`config.mk`:
```
export PLATFORM = sky130hd
export DESIGN_NAME = cfgx_chain_walker
export DESIGN_NICKNAME = d
export VERILOG_FILES = /design/src/rtl/cfgx_pkg.sv /design/src/rtl/cfgx_ptr_check.sv /design/src/rtl/cfgx_step_ctr.sv /design/src/rtl/cfgx_chain_walker.sv
export SDC_FILE = /design/constraint.sdc
export NUM_CORES = 1
export LEC_CHECK = 0
export BUFFER_PORTS_ARGS = -buffer_cell sky130_fd_sc_hd__buf_4
export CORE_MARGIN = 4
export CORE_UTILIZATION = 54
export DETAILED_ROUTE_END_ITERATION = 16
export PLACE_DENSITY = 0.8
export SLEW_MARGIN = 40
export SYNTH_ARGS = -nofsm -noshare
export SYNTH_HDL_FRONTEND = slang
export SYNTH_SLANG_ARGS = --single-unit
```
`constraint.sdc`:
```
create_clock -name clk -period 3.01 [get_ports clk]
set_input_delay 0.301 -clock clk [delete_from_list [all_inputs] [get_ports clk]]
set_output_delay 0.301 -clock clk [all_outputs]
set_load 0.01 [all_outputs]
```
`src/rtl/cfgx_pkg.sv`:
```
package cfgx_pkg;
  localparam int OFF_W  = 12;
  localparam int ID_W   = 16;
  localparam int VER_W  = 4;
  localparam int HDR_W  = OFF_W + VER_W + ID_W;
  localparam int WADR_W = OFF_W - 2;

  typedef struct packed {
    logic [OFF_W-1:0] nxt;
    logic [VER_W-1:0] ver;
    logic [ID_W-1:0]  id;
  } cap_hdr_t;

  typedef enum logic [1:0] {ST_IDLE, ST_WAIT, ST_DEC, ST_LINK} walk_st_e;
endpackage

```
`src/rtl/cfgx_ptr_check.sv`:
```
module cfgx_ptr_check #(
  parameter int           W  = 12,
  parameter logic [W-1:0] LO = 'h100,
  parameter logic [W-1:0] HI = 'hFF8
) (
  input  logic [W-1:0] ptr,
  output logic         ok
);
  assign ok = (ptr >= LO) && (ptr <= HI) && (ptr[1:0] == 2'b00);
endmodule

```
`src/rtl/cfgx_step_ctr.sv`:
```
module cfgx_step_ctr #(
  parameter int LIMIT = 1024
) (
  input  logic clk,
  input  logic rst,
  input  logic clr,
  input  logic inc,
  output logic last
);
  localparam int CW = $clog2(LIMIT + 1);
  logic [CW-1:0] cnt;

  always_ff @(posedge clk) begin
    if (rst || clr) cnt <= '0;
    else if (inc)   cnt <= cnt + 1'b1;
  end

  assign last = (cnt >= CW'(LIMIT - 1));


  cnt_bound_chk: assert property (@(posedge clk) disable iff (rst)
    cnt <= CW'(LIMIT - 1));
endmodule

```
`src/rtl/cfgx_chain_walker.sv`:
```
module cfgx_chain_walker
  import cfgx_pkg::*;
#(
  parameter int               MAX_STEPS = 1024,
  parameter logic [OFF_W-1:0] BASE_OFF  = 'h100,
  parameter logic [OFF_W-1:0] LAST_OFF  = 'hFF8,
  parameter int               MIN_SIZE  = 8
) (
  input  logic              clk,
  input  logic              rst,
  input  logic              start,
  input  logic              op,
  input  logic [ID_W-1:0]   cap_id,
  input  logic [VER_W-1:0]  cap_ver,
  input  logic [OFF_W-1:0]  cap_off,
  input  logic [OFF_W-1:0]  cap_size,
  output logic              mem_rd,
  output logic              mem_wr,
  output logic [WADR_W-1:0] mem_addr,
  output logic [HDR_W-1:0]  mem_wdata,
  input  logic [HDR_W-1:0]  mem_rdata,
  output logic              done,
  output logic              err,
  output logic [OFF_W-1:0]  found_off,
  output logic [OFF_W-1:0]  prev_off
);
  localparam int SPACE = 1 << OFF_W;

  walk_st_e         state;
  logic             op_q, first_q;
  logic [ID_W-1:0]  id_q;
  logic [VER_W-1:0] ver_q;
  logic [OFF_W-1:0] off_q, cur_q, prev_q;

  cap_hdr_t hdr;
  logic     off_ok, nxt_ok, append_ok, last_step;
  logic     base_append, empty, hit, at_tail, walk_go;

  assign hdr = cap_hdr_t'(mem_rdata);

  cfgx_ptr_check #(.W(OFF_W), .LO(BASE_OFF), .HI(LAST_OFF)) i_off_chk (
    .ptr(cap_off), .ok(off_ok));
  cfgx_ptr_check #(.W(OFF_W), .LO(BASE_OFF), .HI(LAST_OFF)) i_nxt_chk (
    .ptr(hdr.nxt), .ok(nxt_ok));

  assign append_ok = off_ok && (cap_size >= OFF_W'(MIN_SIZE)) &&
                     (({1'b0, cap_off} + {1'b0, cap_size}) < (OFF_W+1)'(SPACE));

  assign base_append = first_q && op_q && (off_q == BASE_OFF);
  assign empty       = first_q && (mem_rdata == '0);
  assign hit         = hdr.id == (op_q ? ID_W'(0) : id_q);
  assign at_tail     = hdr.nxt == '0;
  assign walk_go     = !base_append && !empty && !hit && !at_tail && nxt_ok && !last_step;

  cfgx_step_ctr #(.LIMIT(MAX_STEPS)) i_steps (
    .clk(clk), .rst(rst),
    .clr(state == ST_IDLE && start),
    .inc(state == ST_DEC && walk_go),
    .last(last_step));

  always_ff @(posedge clk) begin
    if (rst) begin
      state <= ST_IDLE;  done <= 1'b0;  err <= 1'b0;
      found_off <= '0;   prev_off <= '0;
      mem_rd <= 1'b0;    mem_wr <= 1'b0;
      mem_addr <= '0;    mem_wdata <= '0;
      op_q <= 1'b0;      first_q <= 1'b0;
      id_q <= '0;        ver_q <= '0;
      off_q <= '0;       cur_q <= '0;  prev_q <= '0;
    end else begin
      done   <= 1'b0;
      mem_rd <= 1'b0;
      mem_wr <= 1'b0;
      case (state)
        ST_IDLE: if (start) begin
          op_q <= op;  id_q <= cap_id;  ver_q <= cap_ver;  off_q <= cap_off;
          cur_q <= BASE_OFF;  prev_q <= '0;  first_q <= 1'b1;
          if (op && !append_ok) begin
            done <= 1'b1;  err <= 1'b1;  found_off <= '0;  prev_off <= '0;
          end else begin
            mem_rd   <= 1'b1;
            mem_addr <= BASE_OFF[OFF_W-1:2];
            state    <= ST_WAIT;
          end
        end
        ST_WAIT: state <= ST_DEC;
        ST_DEC: begin
          first_q <= 1'b0;
          state   <= ST_IDLE;
          if (base_append) begin
            mem_wr    <= 1'b1;
            mem_addr  <= BASE_OFF[OFF_W-1:2];
            mem_wdata <= {hdr.nxt, ver_q, id_q};
            done <= 1'b1;  err <= 1'b0;  found_off <= BASE_OFF;  prev_off <= '0;
          end else if (empty) begin
            done <= 1'b1;  err <= op_q;  found_off <= '0;  prev_off <= '0;
          end else if (hit) begin
            done <= 1'b1;  err <= op_q;
            found_off <= op_q ? '0 : cur_q;
            prev_off  <= op_q ? '0 : prev_q;
          end else if (at_tail) begin
            if (op_q) begin
              mem_wr    <= 1'b1;
              mem_addr  <= cur_q[OFF_W-1:2];
              mem_wdata <= {off_q, hdr.ver, hdr.id};
              prev_q    <= cur_q;
              state     <= ST_LINK;
            end else begin
              done <= 1'b1;  err <= 1'b0;  found_off <= '0;  prev_off <= cur_q;
            end
          end else if (!walk_go) begin
            done <= 1'b1;  err <= 1'b1;  found_off <= '0;  prev_off <= '0;
          end else begin
            prev_q   <= cur_q;
            cur_q    <= hdr.nxt;
            mem_rd   <= 1'b1;
            mem_addr <= hdr.nxt[OFF_W-1:2];
            state    <= ST_WAIT;
          end
        end
        ST_LINK: begin
          mem_wr    <= 1'b1;
          mem_addr  <= off_q[OFF_W-1:2];
          mem_wdata <= {OFF_W'(0), ver_q, id_q};
          done <= 1'b1;  err <= 1'b0;  found_off <= off_q;  prev_off <= prev_q;
          state <= ST_IDLE;
        end
        default: state <= ST_IDLE;
      endcase
    end
  end


  rd_addr_range_chk: assert property (@(posedge clk) disable iff (rst)
    mem_rd |-> (mem_addr >= BASE_OFF[OFF_W-1:2]) && (mem_addr <= LAST_OFF[OFF_W-1:2]));


  err_zero_chk: assert property (@(posedge clk) disable iff (rst)
    (done && err) |-> (found_off == '0) && (prev_off == '0));


  rd_wait_chk: assert property (@(posedge clk) disable iff (rst)
    mem_rd |=> !mem_rd);


  out_hold_chk: assert property (@(posedge clk) disable iff (rst)
    !done |-> $stable(found_off) && $stable(prev_off) && $stable(err));


  no_rw_clash_chk: assert property (@(posedge clk) disable iff (rst)
    !(mem_rd && mem_wr));
endmodule

```
Yosys cells after proc, flatten, opt, wreduce, memory -nomap -nowiden. Index checks and enable logic that the tools add are counted.

Register bits: 141. Input bits: 80. Output and inout port bits: 70. Word-level logic and storage cells: 180.

Add/subtract/negate cells: 2. $lt $le $gt $ge: 7. Equality and inequality tests: 23. Mux-type cells: 91. Reduce and logical (&&, ||, !) cells: 40.

Operator list (number): $mux W12 (28); $mux W32 (5); $mux W10 (8); $pmux W12 S3 (2); $pmux W32 S2 (1); $pmux W12 S2 (2); $logic_not A32 Y1 (1); $mux W1 (30); $pmux W10 S3 (1); $ge A12 B9 Y1 const B (2); $le A12 B12 Y1 const B (2); $reduce_and A7 Y1 (3); $ne A3 B3 Y1 const B (6); $logic_and A1 B1 Y1 (17); $eq A16 B16 Y1 (1); $mux W16 (1); $mux W2 (7); $ne A2 B2 Y1 const B (7); $add A12 B12 Y13 (1); $lt A13 B13 Y1 const B (1); $eq A12 B9 Y1 const B (1); $ge A12 B4 Y1 const B (1); $logic_not A12 Y1 (1); $ne A6 B6 Y1 const B (2); 16 further kinds (32).

Depth between registers and ports, before layout. Gate-level depths: netlist of the first run.

Word-level depth: 14. Mapped depth: 12. Mapped depth without buffers: 8.

Hierarchy. A second synthesis of the first run with hierarchy kept.

Cells, all modules: 821. Area, all modules: 6886.6 sq um.

Modules (own cells, without submodules): cfgx_chain_walker (times used 1, cells each 751, area an instance 6302.3 sq um, seq. area each 2602.5 sq um); cfgx_step_ctr (times used 1, cells each 58, area an instance 516.7 sq um, seq. area each 220.2 sq um); cfgx_ptr_check (times used 2, cells each 6, area an instance 33.8 sq um, seq. area each 0.0 sq um).

Worst setup path after synthesis of the first run. OpenSTA, ideal clock, no wires.

Path type: register to register. Start: register op_q. End: register err. Library setup time: 117 ps. Data arrival time: 2262 ps. Required time: 2893 ps. Setup slack: 631 ps. Cell stages (with the launch flop): 11. Path buffers: 4. Clock period less this slack: 2379 ps. Cells stage by stage: dfxtp_1 -> buf_6 -> buf_6 -> nor4bb_1 -> and4_1 -> buf_2 -> or2_4 -> o41a_1 -> or2_1 -> buf_6 -> o22a_1.

Word-level cells in the longest chain between the ends: 10. Elaborated cells on any way between the ends: 18. Those cells by class: eq/ne: 3; mux: 5; reduce/logical: 10.

RTL lines: from (decl) (RTL line cfgx_chain_walker.sv:30) `logic op_q, first_q;`; from (signal assigned) (RTL line cfgx_chain_walker.sv:76) `op_q <= op; id_q <= cap_id; ver_q <= cap_ver; off_q <= cap_off;`; branches (longest 10 deep; another with $mux W16); to (signal assigned) (RTL line cfgx_chain_walker.sv:63) `state <= ST_IDLE; done <= 1'b0; err <= 1'b0;`; to (signal assigned) (RTL line cfgx_chain_walker.sv:79) `done <= 1'b1; err <= 1'b1; found_off <= '0; prev_off <= '0;`; to (signal assigned) (RTL line cfgx_chain_walker.sv:94) `done <= 1'b1; err <= 1'b0; found_off <= BASE_OFF; prev_off <= '0;`; to (decl) (RTL line cfgx_chain_walker.sv:23) `output logic err,`.

Several ways; the timed one is not identified. A chain may end at the register's enable or synchronous reset.

Worst setup path in the final report of the first run.
Start: register op_q. End: register found_off[2].

Word-level cells in the longest chain between the ends: 10. Elaborated cells on any way between the ends: 19. Those cells by class: eq/ne: 3; mux: 6; reduce/logical: 10.

RTL lines: branches (longest 10 deep; another with $mux W16); to (signal assigned) (RTL line cfgx_chain_walker.sv:99) `found_off <= op_q ? '0 : cur_q;`; to (decl) (RTL line cfgx_chain_walker.sv:24) `output logic [OFF_W-1:0] found_off,`.

Several ways; the timed one is not identified.

==> flow_results.xml, run 1 <==
<?xml version="1.0" encoding="UTF-8"?>
<metrics>
  <group name="clocking">
    <metric name="clk_transition_reported_paths" unit="ns">0.06</metric>
    <metric name="cts_root_buffer" unit="">clkbuf_16</metric>
    <metric name="tritoncts" unit="">yes</metric>
    <metric name="clock_tree.htree_level_count" unit="">4</metric>
    <metric name="gates_resized_cts_repair" unit="">0</metric>
    <metric name="cts_setup_buffers" unit="">0</metric>
    <metric name="clk_path_buf_depth" unit="">2</metric>
    <metric name="cts.sink_count" unit="">141</metric>
    <metric name="hold_buffers" unit="">0</metric>
    <metric name="cts-buffers-inserted" unit="">17</metric>
    <metric name="clock_latency_on_the_worst_skew_pair" unit="ns">0.42</metric>
  </group>
  <group name="timing">
    <metric name="slew_viol_final" unit="">0</metric>
    <metric name="finalSetupViolations" unit="">0</metric>
    <metric name="max_freq" unit="MHz">365.6</metric>
    <metric name="timing.max_slew.rel_slack" unit="">0.4071</metric>
    <metric name="tightest_slew" unit="ns">0.8860</metric>
    <metric name="rsz0062_at_grt" unit="">false</metric>
    <metric name="timing.clock.skew" unit="ns">0.008592</metric>
    <metric name="fin_crit_sh" unit="">0.9086</metric>
    <metric name="totalNegativeSetupSlack" unit="ns">0</metric>
    <metric name="report.final.hold_viol_count" unit="">0</metric>
    <metric name="final.min_clock_period" unit="ns">2.735</metric>
  </group>
  <group name="place">
    <metric name="io_buffer_count" unit="">149</metric>
    <metric name="place_hpwl" unit="um">14650</metric>
    <metric name="placed_area" unit="um^2">7905</metric>
    <metric name="place_inst" unit="">1077</metric>
    <metric name="placer_congestion" unit="">0.8926</metric>
  </group>
  <group name="job">
    <metric name="maxCapViolCount" unit="">0</metric>
  </group>
  <group name="global_route">
    <metric name="wire_length_of_the_first_global_routing_pass" unit="um">33290</metric>
    <metric name="grt_max_degree" unit="">40</metric>
    <metric name="grt_use_total" unit="">0.2926</metric>
    <metric name="grt_pass1_vias" unit="">6336</metric>
    <metric name="grt.overflow.total" unit="">0</metric>
    <metric name="initial_antenna_violation_count" unit="">0</metric>
  </group>
  <group name="layout">
    <metric name="multiInputGateArea" unit="um^2">3538</metric>
    <metric name="antenna-diode-count" unit="">0</metric>
    <metric name="fillerInstances" unit="">952</metric>
    <metric name="area_growth" unit="%">28.13</metric>
    <metric name="drive_gt1_frac" unit="">0.2216</metric>
    <metric name="layout.cells.most_common" unit="">buf_4</metric>
    <metric name="layoutNonFillerInstCount" unit="">1108</metric>
    <metric name="commonest_non_fill_non_tap_cells_in_the_layout" unit="">buf_4 (175), nand2_1 (143), dfxtp_1 (141)</metric>
    <metric name="layout.nets" unit="">1041</metric>
    <metric name="final_design_area_no_fill" unit="um^2">8486</metric>
    <metric name="regArea" unit="um^2">2823</metric>
  </group>
  <group name="detailed_routing">
    <metric name="residual_drc_count" unit="">0</metric>
    <metric name="drt.antenna.violating_nets" unit="">0</metric>
    <metric name="wirelength" unit="um">20770</metric>
    <metric name="post_drt_via_cell_ratio" unit="">6.185</metric>
    <metric name="drt_pass1_iterations" unit="">5</metric>
    <metric name="vias" unit="">6853</metric>
    <metric name="avgRoutedWirePerCell" unit="um">18.75</metric>
    <metric name="dr.first_iter.drc_count" unit="">773</metric>
  </group>
  <group name="synthesis">
    <metric name="yosysSeqAreaShare" unit="">0.4262</metric>
    <metric name="yosys_register_bits" unit="">141</metric>
    <metric name="yosysTopAreaCell" unit="">dfxtp_1</metric>
    <metric name="synthesis_warnings" unit="">0</metric>
    <metric name="asyncSetResetFlopFracSynth" unit="">0</metric>
    <metric name="synth_top_flop_cell" unit="">dfxtp_1</metric>
    <metric name="post_synth_num_cell_types" unit="">57</metric>
    <metric name="post_synth_instance_area" unit="um^2">6623</metric>
    <metric name="synthDominantCellAreaShare" unit="">0.4262</metric>
    <metric name="post_synth_edffs" unit="">0</metric>
    <metric name="avgSynthCellArea" unit="um^2">8.206</metric>
    <metric name="synth_top_cells_by_area" unit="">dfxtp_1 (43%), nand2_1 (8.1%), a21oi_1 (6.8%)</metric>
    <metric name="syn_inst" unit="">807</metric>
    <metric name="synthesized_nets" unit="">899</metric>
  </group>
  <group name="setup_path">
    <metric name="crit_path_start" unit="">op_q$_SDFFE_PP0P_</metric>
    <metric name="crit_fanout" unit="">25</metric>
    <metric name="r2r-start" unit="">op_q$_SDFFE_PP0P_</metric>
    <metric name="path_class" unit="">reg -&gt; reg</metric>
    <metric name="crit_chain" unit="">buf_4 &gt; nor4bb_1 &gt; and4_1 &gt; nand2b_1 &gt; buf_4 &gt; nor3_1 &gt; buf_4 &gt; a21boi_0 &gt; o22ai_2</metric>
    <metric name="critical_path.startpoint_type" unit="">flip-flop</metric>
    <metric name="slowest_stage" unit="">dfxtp_1</metric>
    <metric name="path_common_cell" unit="">buf_4</metric>
    <metric name="setup.worst_path.end" unit="">found_off[2]$_SDFFE_PP0P_</metric>
    <metric name="delay_of_the_slowest_cell_on_the_worst_path" unit="ns">0.78</metric>
    <metric name="wp_data_required" unit="ns">3.31</metric>
    <metric name="crit-reg2reg-capture" unit="">found_off[2]$_SDFFE_PP0P_</metric>
    <metric name="r2r_slack" unit="ns">0.27</metric>
    <metric name="worst-r2r-cell-count" unit="">9</metric>
    <metric name="setup.worst_path.end_class" unit="">flip-flop</metric>
    <metric name="arrival" unit="ns">3.03</metric>
  </group>
  <group name="power">
    <metric name="power_leakage" unit="nW">3.369</metric>
    <metric name="power.total" unit="mW">4.613</metric>
    <metric name="power.density" unit="nW/um^2">543.7</metric>
    <metric name="vdd.ir_drop.worst" unit="uV">348.1</metric>
  </group>
  <group name="min_path">
    <metric name="class_of_the_tightest_hold_or_removal_check" unit="">in -&gt; reg</metric>
  </group>
  <group name="floorplanning">
    <metric name="row_cnt" unit="">40</metric>
    <metric name="initial_utilization" unit="">0.5514</metric>
    <metric name="io-pin-count" unit="">150</metric>
    <metric name="dieArea" unit="um^2">14100</metric>
    <metric name="die_height" unit="um">118.7</metric>
    <metric name="floorplan.die.width" unit="um">118.7</metric>
    <metric name="placeableCoreArea" unit="um^2">12010</metric>
  </group>
  <group name="run_status">
    <metric name="outcome" unit="">complete, no violations</metric>
  </group>
</metrics>
-- cell families (layout without fill, tap and decap cells) --
family	count (synthesis)	after routing	synth area share
xor gates and xnor gates	11	11	0.01455
AOI/OAI and AO/OA	224	224	0.2201
and+or+nand+nor	337	337	0.2420
DFF	141	141	0.4262
muxes	22	22	0.03325
buffers and inverters	60	214	0.04118
adders and majority gates	12	12	0.02267
-- per-stage QoR --
| stage | setup slack [ns] | utilization | hold WS (ns) |
|---|---|---|---|
| floorplan | 0.6307 | - | 0.4255 |
| global placement | 0.3252 | 0.6581 | 0.4345 |
| detailed placement | 0.2608 | 0.6581 | 0.4377 |
| CTS | 0.3491 | 0.7065 | 0.1105 |
| global route | 0.02243 | 0.7065 | 0.1181 |
| finish | 0.2750 | 0.7065 | 0.1280 |
-- worst min-delay path by stage --
| stage | startpoint | end | cells after the start |
|---|---|---|---|
| after floorplan | i_steps.cnt[9]$_SDFFE_PP0N_ | i_steps.cnt[9]$_SDFFE_PP0N_ | 2 |
| after global placement | i_steps.cnt[9]$_SDFFE_PP0N_ | i_steps.cnt[9]$_SDFFE_PP0N_ | 2 |
| after detailed placement | i_steps.cnt[9]$_SDFFE_PP0N_ | i_steps.cnt[9]$_SDFFE_PP0N_ | 2 |
| after CTS | cap_ver[0] | ver_q[0]$_SDFFE_PP0P_ | 3 |
| after global routing | cap_ver[2] | ver_q[2]$_SDFFE_PP0P_ | 3 |
| final | cap_ver[0] | ver_q[0]$_SDFFE_PP0P_ | 3 |
-- critical path: cells and delay by family, from the launching register on --
family,cells,cell delay (ns)
flops,1,0.78
buf+inv,3,0.64
simple gates,4,0.81
compound gates,2,0.39
-- power by group --
part,leakage [nW],total [mW],switching [mW],internal (mW)
clock network,0.281,2.06,0.757,1.30
logic,1.94,0.549,0.303,0.246
registers,1.15,2.00,0.0705,1.93
total,3.37,4.61,1.13,3.48
-- cell type report --
class | instances | share of cell area
clock buffer | 26 | 0.05883
tap | 147 | 0.02167
clock inverter | 5 | 0.009584
timing repair buffer | 176 | 0.1572
sequential | 141 | 0.3326
inverter | 7 | 0.003096
multi-input combinational | 606 | 0.4170
-- layer usage --
| metal | track usage | vias to the layer above | part of all wire |
|---|---|---|---|
| met5 | 0 | - | 0 |
| met4 | 0.09848 | 0 | 0.020 |
| met3 | 0.06651 | 38 | 0.092 |
| met2 | 0.4224 | 352 | 0.44 |
| met1 | 0.4291 | 3241 | 0.45 |
| li1 | - | 3222 | - |
-- sequential cells by signal, summed over array words and instances (netlist names), 2 cells and up --
name / flops
id_q: 16
ver_q: 4
cur_q: 12
state: 2
off_q: 12
i_steps.cnt: 11
prev_off: 12
mem_wdata: 32
prev_q: 12
found_off: 12
mem_addr: 10
-- Yosys cell counts, types with 10 or more instances --
master	number
dfxtp_1	141
nand4_1	13
o21ai_0	28
nor2_1	77
a21oi_1	90
ha_1	12
o31ai_1	15
nand3_1	10
nor3_1	28
clkbuf_1	39
mux2i_1	22
nand2_1	143
a22oi_1	15
nor4_1	10
o221ai_1	17
o2bb2ai_1	12
(Power assumes the default switching activity.)
==> run 2, diff against run 1 <==
--- a/config.mk
+++ b/config.mk
@@ -5,11 +5,12 @@
 export SDC_FILE = /design/constraint.sdc
 export NUM_CORES = 1
 export LEC_CHECK = 0
+export ABC_AREA = 1
 export BUFFER_PORTS_ARGS = -buffer_cell sky130_fd_sc_hd__buf_4
 export CORE_MARGIN = 4
-export CORE_UTILIZATION = 54
+export CORE_UTILIZATION = 56
 export DETAILED_ROUTE_END_ITERATION = 16
-export PLACE_DENSITY = 0.8
+export PLACE_DENSITY = 0.81
 export SLEW_MARGIN = 40
 export SYNTH_ARGS = -nofsm -noshare
 export SYNTH_HDL_FRONTEND = slang
==> run 2 against run 1 <==
Effect of this change: worst hold slack got worse by 0.025 ns; utilization rose by 0.52 points; non-clock buffer count fell by 3; first-iteration DRC count rose by 45%; area after synthesis rose by 15%; largest cell class unchanged; total power rose by 13%; worst setup slack improved by 0.13 ns; global-route usage fell by 0.62 points.
==> flow_results.xml, run 2 <==
<?xml version="1.0" encoding="UTF-8"?>
<metrics>
  <group name="place">
    <metric name="place_hpwl" unit="um">16290</metric>
    <metric name="placer_congestion" unit="">0.9449</metric>
    <metric name="place_inst" unit="">1483</metric>
    <metric name="dp_worst_setup_slack" unit="ns">0.2707</metric>
    <metric name="io_buffer_count" unit="">149</metric>
    <metric name="placed_area" unit="um^2">8821</metric>
  </group>
  <group name="clocking">
    <metric name="tritoncts" unit="">yes</metric>
    <metric name="hold_buffers" unit="">0</metric>
    <metric name="cts_setup_buffers" unit="">0</metric>
    <metric name="clock_tree.htree_level_count" unit="">4</metric>
    <metric name="clock_latency_on_the_worst_skew_pair" unit="ns">0.42</metric>
    <metric name="clk_path_buf_depth" unit="">2</metric>
    <metric name="cts.sink_count" unit="">141</metric>
    <metric name="cts-buffers-inserted" unit="">17</metric>
    <metric name="gates_resized_cts_repair" unit="">0</metric>
    <metric name="clk_transition_reported_paths" unit="ns">0.06</metric>
    <metric name="cts_root_buffer" unit="">clkbuf_16</metric>
  </group>
  <group name="timing">
    <metric name="rsz0062_at_grt" unit="">false</metric>
    <metric name="tightest_slew" unit="ns">0.6714</metric>
    <metric name="finalSetupViolations" unit="">0</metric>
    <metric name="final.min_clock_period" unit="ns">2.607</metric>
    <metric name="timing.clock.skew" unit="ns">0.008117</metric>
    <metric name="totalNegativeSetupSlack" unit="ns">0</metric>
    <metric name="max_freq" unit="MHz">383.5</metric>
    <metric name="timing.max_slew.rel_slack" unit="">0.5518</metric>
    <metric name="fin_crit_sh" unit="">0.8662</metric>
    <metric name="holdWs" unit="ns">0.1025</metric>
    <metric name="report.final.hold_viol_count" unit="">0</metric>
    <metric name="fin_ws" unit="ns">0.4027</metric>
    <metric name="slew_viol_final" unit="">0</metric>
  </group>
  <group name="detailed_routing">
    <metric name="dr.first_iter.drc_count" unit="">1118</metric>
    <metric name="post_drt_via_cell_ratio" unit="">5.470</metric>
    <metric name="vias" unit="">8281</metric>
    <metric name="drt.antenna.violating_nets" unit="">0</metric>
    <metric name="wirelength" unit="um">22610</metric>
    <metric name="drt_pass1_iterations" unit="">6</metric>
    <metric name="avgRoutedWirePerCell" unit="um">14.93</metric>
    <metric name="residual_drc_count" unit="">0</metric>
  </group>
  <group name="synthesis">
    <metric name="ys_top_cells_by_count" unit="">nand2_1 (305), nor2_1 (245), dfxtp_1 (141), inv_1 (97), nand3_1 (86)</metric>
    <metric name="synth_top_cells_by_area" unit="">dfxtp_1 (37%), nand2_1 (15%), nor2_1 (12%)</metric>
    <metric name="post_synth_edffs" unit="">0</metric>
    <metric name="synthDominantCellAreaShare" unit="">0.3720</metric>
    <metric name="synthesized_nets" unit="">1288</metric>
    <metric name="avgSynthCellArea" unit="um^2">6.345</metric>
    <metric name="synthesis_warnings" unit="">0</metric>
    <metric name="yosys.cell_count.top_type" unit="">nand2_1</metric>
    <metric name="asyncSetResetFlopFracSynth" unit="">0</metric>
    <metric name="syn_inst" unit="">1196</metric>
    <metric name="post_synth_instance_area" unit="um^2">7589</metric>
    <metric name="synth_top_flop_cell" unit="">dfxtp_1</metric>
    <metric name="yosysTopAreaCell" unit="">dfxtp_1</metric>
    <metric name="yosysSeqAreaShare" unit="">0.3720</metric>
    <metric name="yosys_register_bits" unit="">141</metric>
    <metric name="post_synth_num_cell_types" unit="">32</metric>
  </group>
  <group name="power">
    <metric name="power.total" unit="mW">5.231</metric>
    <metric name="power.density" unit="nW/um^2">555.1</metric>
    <metric name="power_leakage" unit="nW">4.530</metric>
    <metric name="vdd.ir_drop.worst" unit="uV">368.1</metric>
  </group>
  <group name="run_status">
    <metric name="outcome" unit="">complete, no violations</metric>
  </group>
  <group name="global_route">
    <metric name="initial_antenna_violation_count" unit="">0</metric>
    <metric name="grt_max_degree" unit="">57</metric>
    <metric name="wire_length_of_the_first_global_routing_pass" unit="um">36860</metric>
    <metric name="grt_pass1_vias" unit="">7631</metric>
    <metric name="grt.overflow.total" unit="">0</metric>
    <metric name="grt_use_total" unit="">0.2864</metric>
  </group>
  <group name="layout">
    <metric name="antenna-diode-count" unit="">0</metric>
    <metric name="final_design_area_no_fill" unit="um^2">9424</metric>
    <metric name="layout.cells.most_common" unit="">nand2_1</metric>
    <metric name="layout.nets" unit="">1418</metric>
    <metric name="area_growth" unit="%">24.19</metric>
    <metric name="layoutNonFillerInstCount" unit="">1514</metric>
    <metric name="commonest_non_fill_non_tap_cells_in_the_layout" unit="">nand2_1 (305), nor2_1 (244), buf_4 (172)</metric>
    <metric name="max_flop_register" unit="">mem_wdata</metric>
    <metric name="drive_gt1_frac" unit="">0.1726</metric>
    <metric name="largest_register_ffs" unit="">32</metric>
    <metric name="final_core_util" unit="">0.7116</metric>
    <metric name="top_regs" unit="">mem_wdata x32, id_q x16</metric>
  </group>
  <group name="floorplanning">
    <metric name="floorplan.die.width" unit="um">124.4</metric>
    <metric name="dieArea" unit="um^2">15480</metric>
    <metric name="initial_utilization" unit="">0.5730</metric>
    <metric name="die_height" unit="um">124.4</metric>
    <metric name="io-pin-count" unit="">150</metric>
    <metric name="row_cnt" unit="">42</metric>
    <metric name="placeableCoreArea" unit="um^2">13240</metric>
  </group>
  <group name="setup_path">
    <metric name="path_class" unit="">reg -&gt; reg</metric>
    <metric name="arrival" unit="ns">2.92</metric>
    <metric name="setup.worst_path.end_class" unit="">flip-flop</metric>
    <metric name="wp_data_required" unit="ns">3.33</metric>
    <metric name="critical_path.startpoint_type" unit="">flip-flop</metric>
    <metric name="crit_fanout" unit="">48</metric>
  </group>
  <group name="min_path">
    <metric name="class_of_the_tightest_hold_or_removal_check" unit="">in -&gt; reg</metric>
  </group>
  <group name="job">
    <metric name="maxCapViolCount" unit="">0</metric>
  </group>
</metrics>
-- run 2: cell count changes in the layout (fill, tap and decap cells not counted), moves of 22 or more --
| cell | delta |
|---|---|
| inv_1 | +90 |
| mux2i_1 | -22 |
| nand2_1 | +162 |
| nand3_1 | +76 |
| nor2_1 | +167 |
| o21ai_0 | +39 |
-- run 2: final cells by class --
cell class	count	area [um^2]
timing repair buffer	173	1311
sequential	141	2823
multi-input combinational	891	4084
clock inverter	10	140.1
inverter	102	385.4
clock buffer	21	460.4
tap	176	220.2
fill	1184	3819
-- run 2: logic make-up after synthesis --
family	synth area share
simple gates	0.3807
compound gates	0.1339
buf+inv	0.09019
flops	0.3720
fa+ha+maj	0.01979
xor+xnor	0.003463
-- run 2: worst paths after layout --
kind                                              startpoint                            to  slack [ns]  depth (start not counted)
worst max-delay path                       op_q$_SDFFE_PP0P_     found_off[1]$_SDFFE_PP0P_        0.40                         14
worst min-delay path                               cap_id[3]          id_q[3]$_SDFFE_PP0P_        0.10                          3
worst max register to register             op_q$_SDFFE_PP0P_     found_off[1]$_SDFFE_PP0P_        0.40                         14
worst min register to register  i_steps.cnt[10]$_SDFFE_PP0N_  i_steps.cnt[10]$_SDFFE_PP0N_        0.45                          2
-- run 2: power breakdown --
part	switching (mW)	leakage [nW]	internal (mW)	total, mW
clock network	0.795	0.285	1.34	2.14
logic	0.587	3.09	0.390	0.977
registers	0.108	1.15	2.01	2.12
-- run 2: worst max-delay path, cell delays in order (launching register included) --
cell and delay, ns:
dfxtp_1 0.35, inv_4 0.35, nand2_1 0.11, nand2_1 0.09
nand2_1 0.05, nor2_1 0.09, nand2_1 0.09, nor2_4 0.17
nand2_4 0.15, nand4_1 0.12, nand2_1 0.10, nor2_4 0.30
nand2_2 0.27, nor2_1 0.17, nor2_1 0.06
-- run 2: metal layers --
metal	global-route usage	routed length (um)	vias to the layer above
met4	0.1090	685	0
met3	0.06346	1908	60
met2	0.4790	10580	381
li1	-	-	4100
met5	0	0	-
met1	0.3606	9434	3740
==> run 3, diff against run 2 <==
--- a/config.mk
+++ b/config.mk
@@ -7,7 +7,6 @@
 export LEC_CHECK = 0
 export ABC_AREA = 1
 export BUFFER_PORTS_ARGS = -buffer_cell sky130_fd_sc_hd__buf_4
-export CORE_MARGIN = 4
 export CORE_UTILIZATION = 56
 export DETAILED_ROUTE_END_ITERATION = 16
 export PLACE_DENSITY = 0.81
==> run 3 against run 2 <==
Effect of this change: sequential power hardly changed; worst setup slack improved by 0.047 ns; clock skew down 0.0015 ns; fmax grew 1.8%; largest power group unchanged; highest routed layer unchanged.
==> flow_results.xml, run 3 (same netlist as run 2, synthesis figures left out) <==
<?xml version="1.0" encoding="UTF-8"?>
<metrics>
  <group name="run_status">
    <metric name="outcome" unit="">complete, no violations</metric>
  </group>
  <group name="layout">
    <metric name="layout.cells.most_common" unit="">nand2_1</metric>
    <metric name="top_regs" unit="">mem_wdata x32, id_q x16</metric>
    <metric name="max_flop_register" unit="">mem_wdata</metric>
    <metric name="largest_register_ffs" unit="">32</metric>
    <metric name="drive_gt1_frac" unit="">0.1722</metric>
    <metric name="final_core_util" unit="">0.7130</metric>
    <metric name="area_growth" unit="%">24.42</metric>
    <metric name="commonest_non_fill_non_tap_cells_in_the_layout" unit="">nand2_1 (305), nor2_1 (245), buf_4 (169)</metric>
    <metric name="layout.nets" unit="">1415</metric>
    <metric name="layoutNonFillerInstCount" unit="">1512</metric>
    <metric name="antenna-diode-count" unit="">0</metric>
  </group>
  <group name="setup_path">
    <metric name="arrival" unit="ns">2.87</metric>
    <metric name="path_class" unit="">reg -&gt; reg</metric>
    <metric name="crit_fanout" unit="">48</metric>
    <metric name="wp_data_required" unit="ns">3.32</metric>
    <metric name="setup.worst_path.end_class" unit="">flip-flop</metric>
    <metric name="critical_path.startpoint_type" unit="">flip-flop</metric>
  </group>
  <group name="place">
    <metric name="io_buffer_count" unit="">149</metric>
    <metric name="place_hpwl" unit="um">15910</metric>
    <metric name="place_inst" unit="">1480</metric>
    <metric name="placer_congestion" unit="">0.9935</metric>
    <metric name="dp_worst_setup_slack" unit="ns">0.2982</metric>
  </group>
  <group name="floorplanning">
    <metric name="die_height" unit="um">118.4</metric>
    <metric name="dieArea" unit="um^2">14020</metric>
    <metric name="io-pin-count" unit="">150</metric>
    <metric name="placeableCoreArea" unit="um^2">13240</metric>
    <metric name="initial_utilization" unit="">0.5730</metric>
    <metric name="floorplan.die.width" unit="um">118.4</metric>
    <metric name="row_cnt" unit="">42</metric>
  </group>
  <group name="timing">
    <metric name="totalNegativeSetupSlack" unit="ns">0</metric>
    <metric name="report.final.hold_viol_count" unit="">0</metric>
    <metric name="fin_crit_sh" unit="">0.8506</metric>
    <metric name="timing.max_slew.rel_slack" unit="">0.5310</metric>
    <metric name="final.min_clock_period" unit="ns">2.560</metric>
    <metric name="tightest_slew" unit="ns">0.7026</metric>
    <metric name="fin_ws" unit="ns">0.4496</metric>
    <metric name="max_freq" unit="MHz">390.6</metric>
    <metric name="rsz0062_at_grt" unit="">false</metric>
    <metric name="timing.clock.skew" unit="ns">0.006661</metric>
    <metric name="finalSetupViolations" unit="">0</metric>
    <metric name="slew_viol_final" unit="">0</metric>
  </group>
  <group name="global_route">
    <metric name="wire_length_of_the_first_global_routing_pass" unit="um">36360</metric>
    <metric name="initial_antenna_violation_count" unit="">0</metric>
    <metric name="grt_pass1_vias" unit="">7560</metric>
    <metric name="grt_max_degree" unit="">49</metric>
    <metric name="grt.overflow.total" unit="">0</metric>
    <metric name="grt_use_total" unit="">0.3214</metric>
  </group>
  <group name="power">
    <metric name="clock_power_share" unit="">0.423</metric>
    <metric name="power.density" unit="nW/um^2">566.9</metric>
    <metric name="power.sequential.fraction" unit="">0.396</metric>
    <metric name="power_switching_share" unit="">0.2774</metric>
    <metric name="power.total" unit="mW">5.353</metric>
    <metric name="power_leakage" unit="nW">4.542</metric>
    <metric name="vdd.ir_drop.worst" unit="uV">416.1</metric>
    <metric name="power.switching" unit="mW">1.485</metric>
    <metric name="internal_power" unit="mW">3.868</metric>
    <metric name="share_comb_of_total_power" unit="">0.181</metric>
  </group>
  <group name="min_path">
    <metric name="class_of_the_tightest_hold_or_removal_check" unit="">in -&gt; reg</metric>
  </group>
  <group name="clocking">
    <metric name="clk_path_buf_depth" unit="">2</metric>
    <metric name="cts_root_buffer" unit="">clkbuf_16</metric>
    <metric name="clock_latency_on_the_worst_skew_pair" unit="ns">0.42</metric>
    <metric name="clock_tree.htree_level_count" unit="">4</metric>
    <metric name="cts.sink_count" unit="">141</metric>
    <metric name="hold_buffers" unit="">0</metric>
    <metric name="cts-buffers-inserted" unit="">17</metric>
    <metric name="tritoncts" unit="">yes</metric>
    <metric name="clk_transition_reported_paths" unit="ns">0.06</metric>
    <metric name="cts_setup_buffers" unit="">0</metric>
  </group>
  <group name="detailed_routing">
    <metric name="vias" unit="">8296</metric>
    <metric name="drt_pass1_iterations" unit="">5</metric>
    <metric name="dr.first_iter.drc_count" unit="">901</metric>
    <metric name="avgRoutedWirePerCell" unit="um">14.73</metric>
    <metric name="wirelength" unit="um">22270</metric>
    <metric name="post_drt_via_cell_ratio" unit="">5.487</metric>
    <metric name="drt.antenna.violating_nets" unit="">0</metric>
    <metric name="residual_drc_count" unit="">0</metric>
  </group>
  <group name="job">
    <metric name="maxCapViolCount" unit="">0</metric>
  </group>
</metrics>
-- run 3: path summary, 6_finish.rpt --
check	depth (start not counted)	to	startpoint	slack, ns
setup reg to reg	14	mem_addr[6]$_SDFFE_PP0P_	op_q$_SDFFE_PP0P_	0.45
hold / removal	3	id_q[5]$_SDFFE_PP0P_	cap_id[5]	0.11
hold reg to reg	2	i_steps.cnt[10]$_SDFFE_PP0N_	i_steps.cnt[10]$_SDFFE_PP0N_	0.47
setup / recovery	14	mem_addr[6]$_SDFFE_PP0P_	op_q$_SDFFE_PP0P_	0.45
-- run 3: power by group through the flow --
stage / Sequential [mW] / Clock, mW / Combinational, mW
after floorplan: 2.15 / 0 / 0.603
after global placement: 2.15 / 0 / 0.935
after detailed placement: 2.15 / 0 / 0.953
after CTS: 2.12 / 2.27 / 0.964
after global routing: 2.14 / 2.36 / 1.09
final: 2.12 / 2.26 / 0.970
-- run 3: through the flow --
stage	instance area, um^2	hold WS [ns]
final	9442	0.1054
after CTS	9439	0.1008
after floorplan	7589	0.4160
after global routing	9442	0.1043
after detailed placement	8796	0.4345
after global placement	8796	0.4364
-- run 3: worst max-delay path: stages (launching register included) --
cell and delay [ns]:
dfxtp_1 0.36, inv_4 0.35, nand2_1 0.13, nand2_1 0.08, nand2_1 0.04, nor2_1 0.08, nand2_1 0.09, nor2_4 0.18
nand2_4 0.15, nand3_2 0.14, nand3_2 0.20, nand3_1 0.41, nand2_1 0.09, nand2_1 0.07, nor2_1 0.04
-- run 3: metal layers --
layer,share of wire,GRT usage,wire [um],vias to the layer above
met2,0.47,0.5338,10400,382
met1,0.43,0.4160,9518,3767
met4,0.026,0.1076,571,0
met5,0,0,0,-
li1,-,-,-,4094
met3,0.080,0.06467,1772,53
-- run 3: area by class of cell --
class                      count  area, um^2
clock buffer                  21       480.5
fill                        1189        3801
clock inverter                11       162.7
multi-input combinational    891        4081
timing repair buffer         170        1289
inverter                     102       385.4
sequential                   141        2823
tap                          176       220.2
-- run 3: what timing repair did --
action,in CTS,in global routing
endpoints found under the setup margin,0,20
endpoints found under the hold margin,0,0
gates resized for setup,0,2
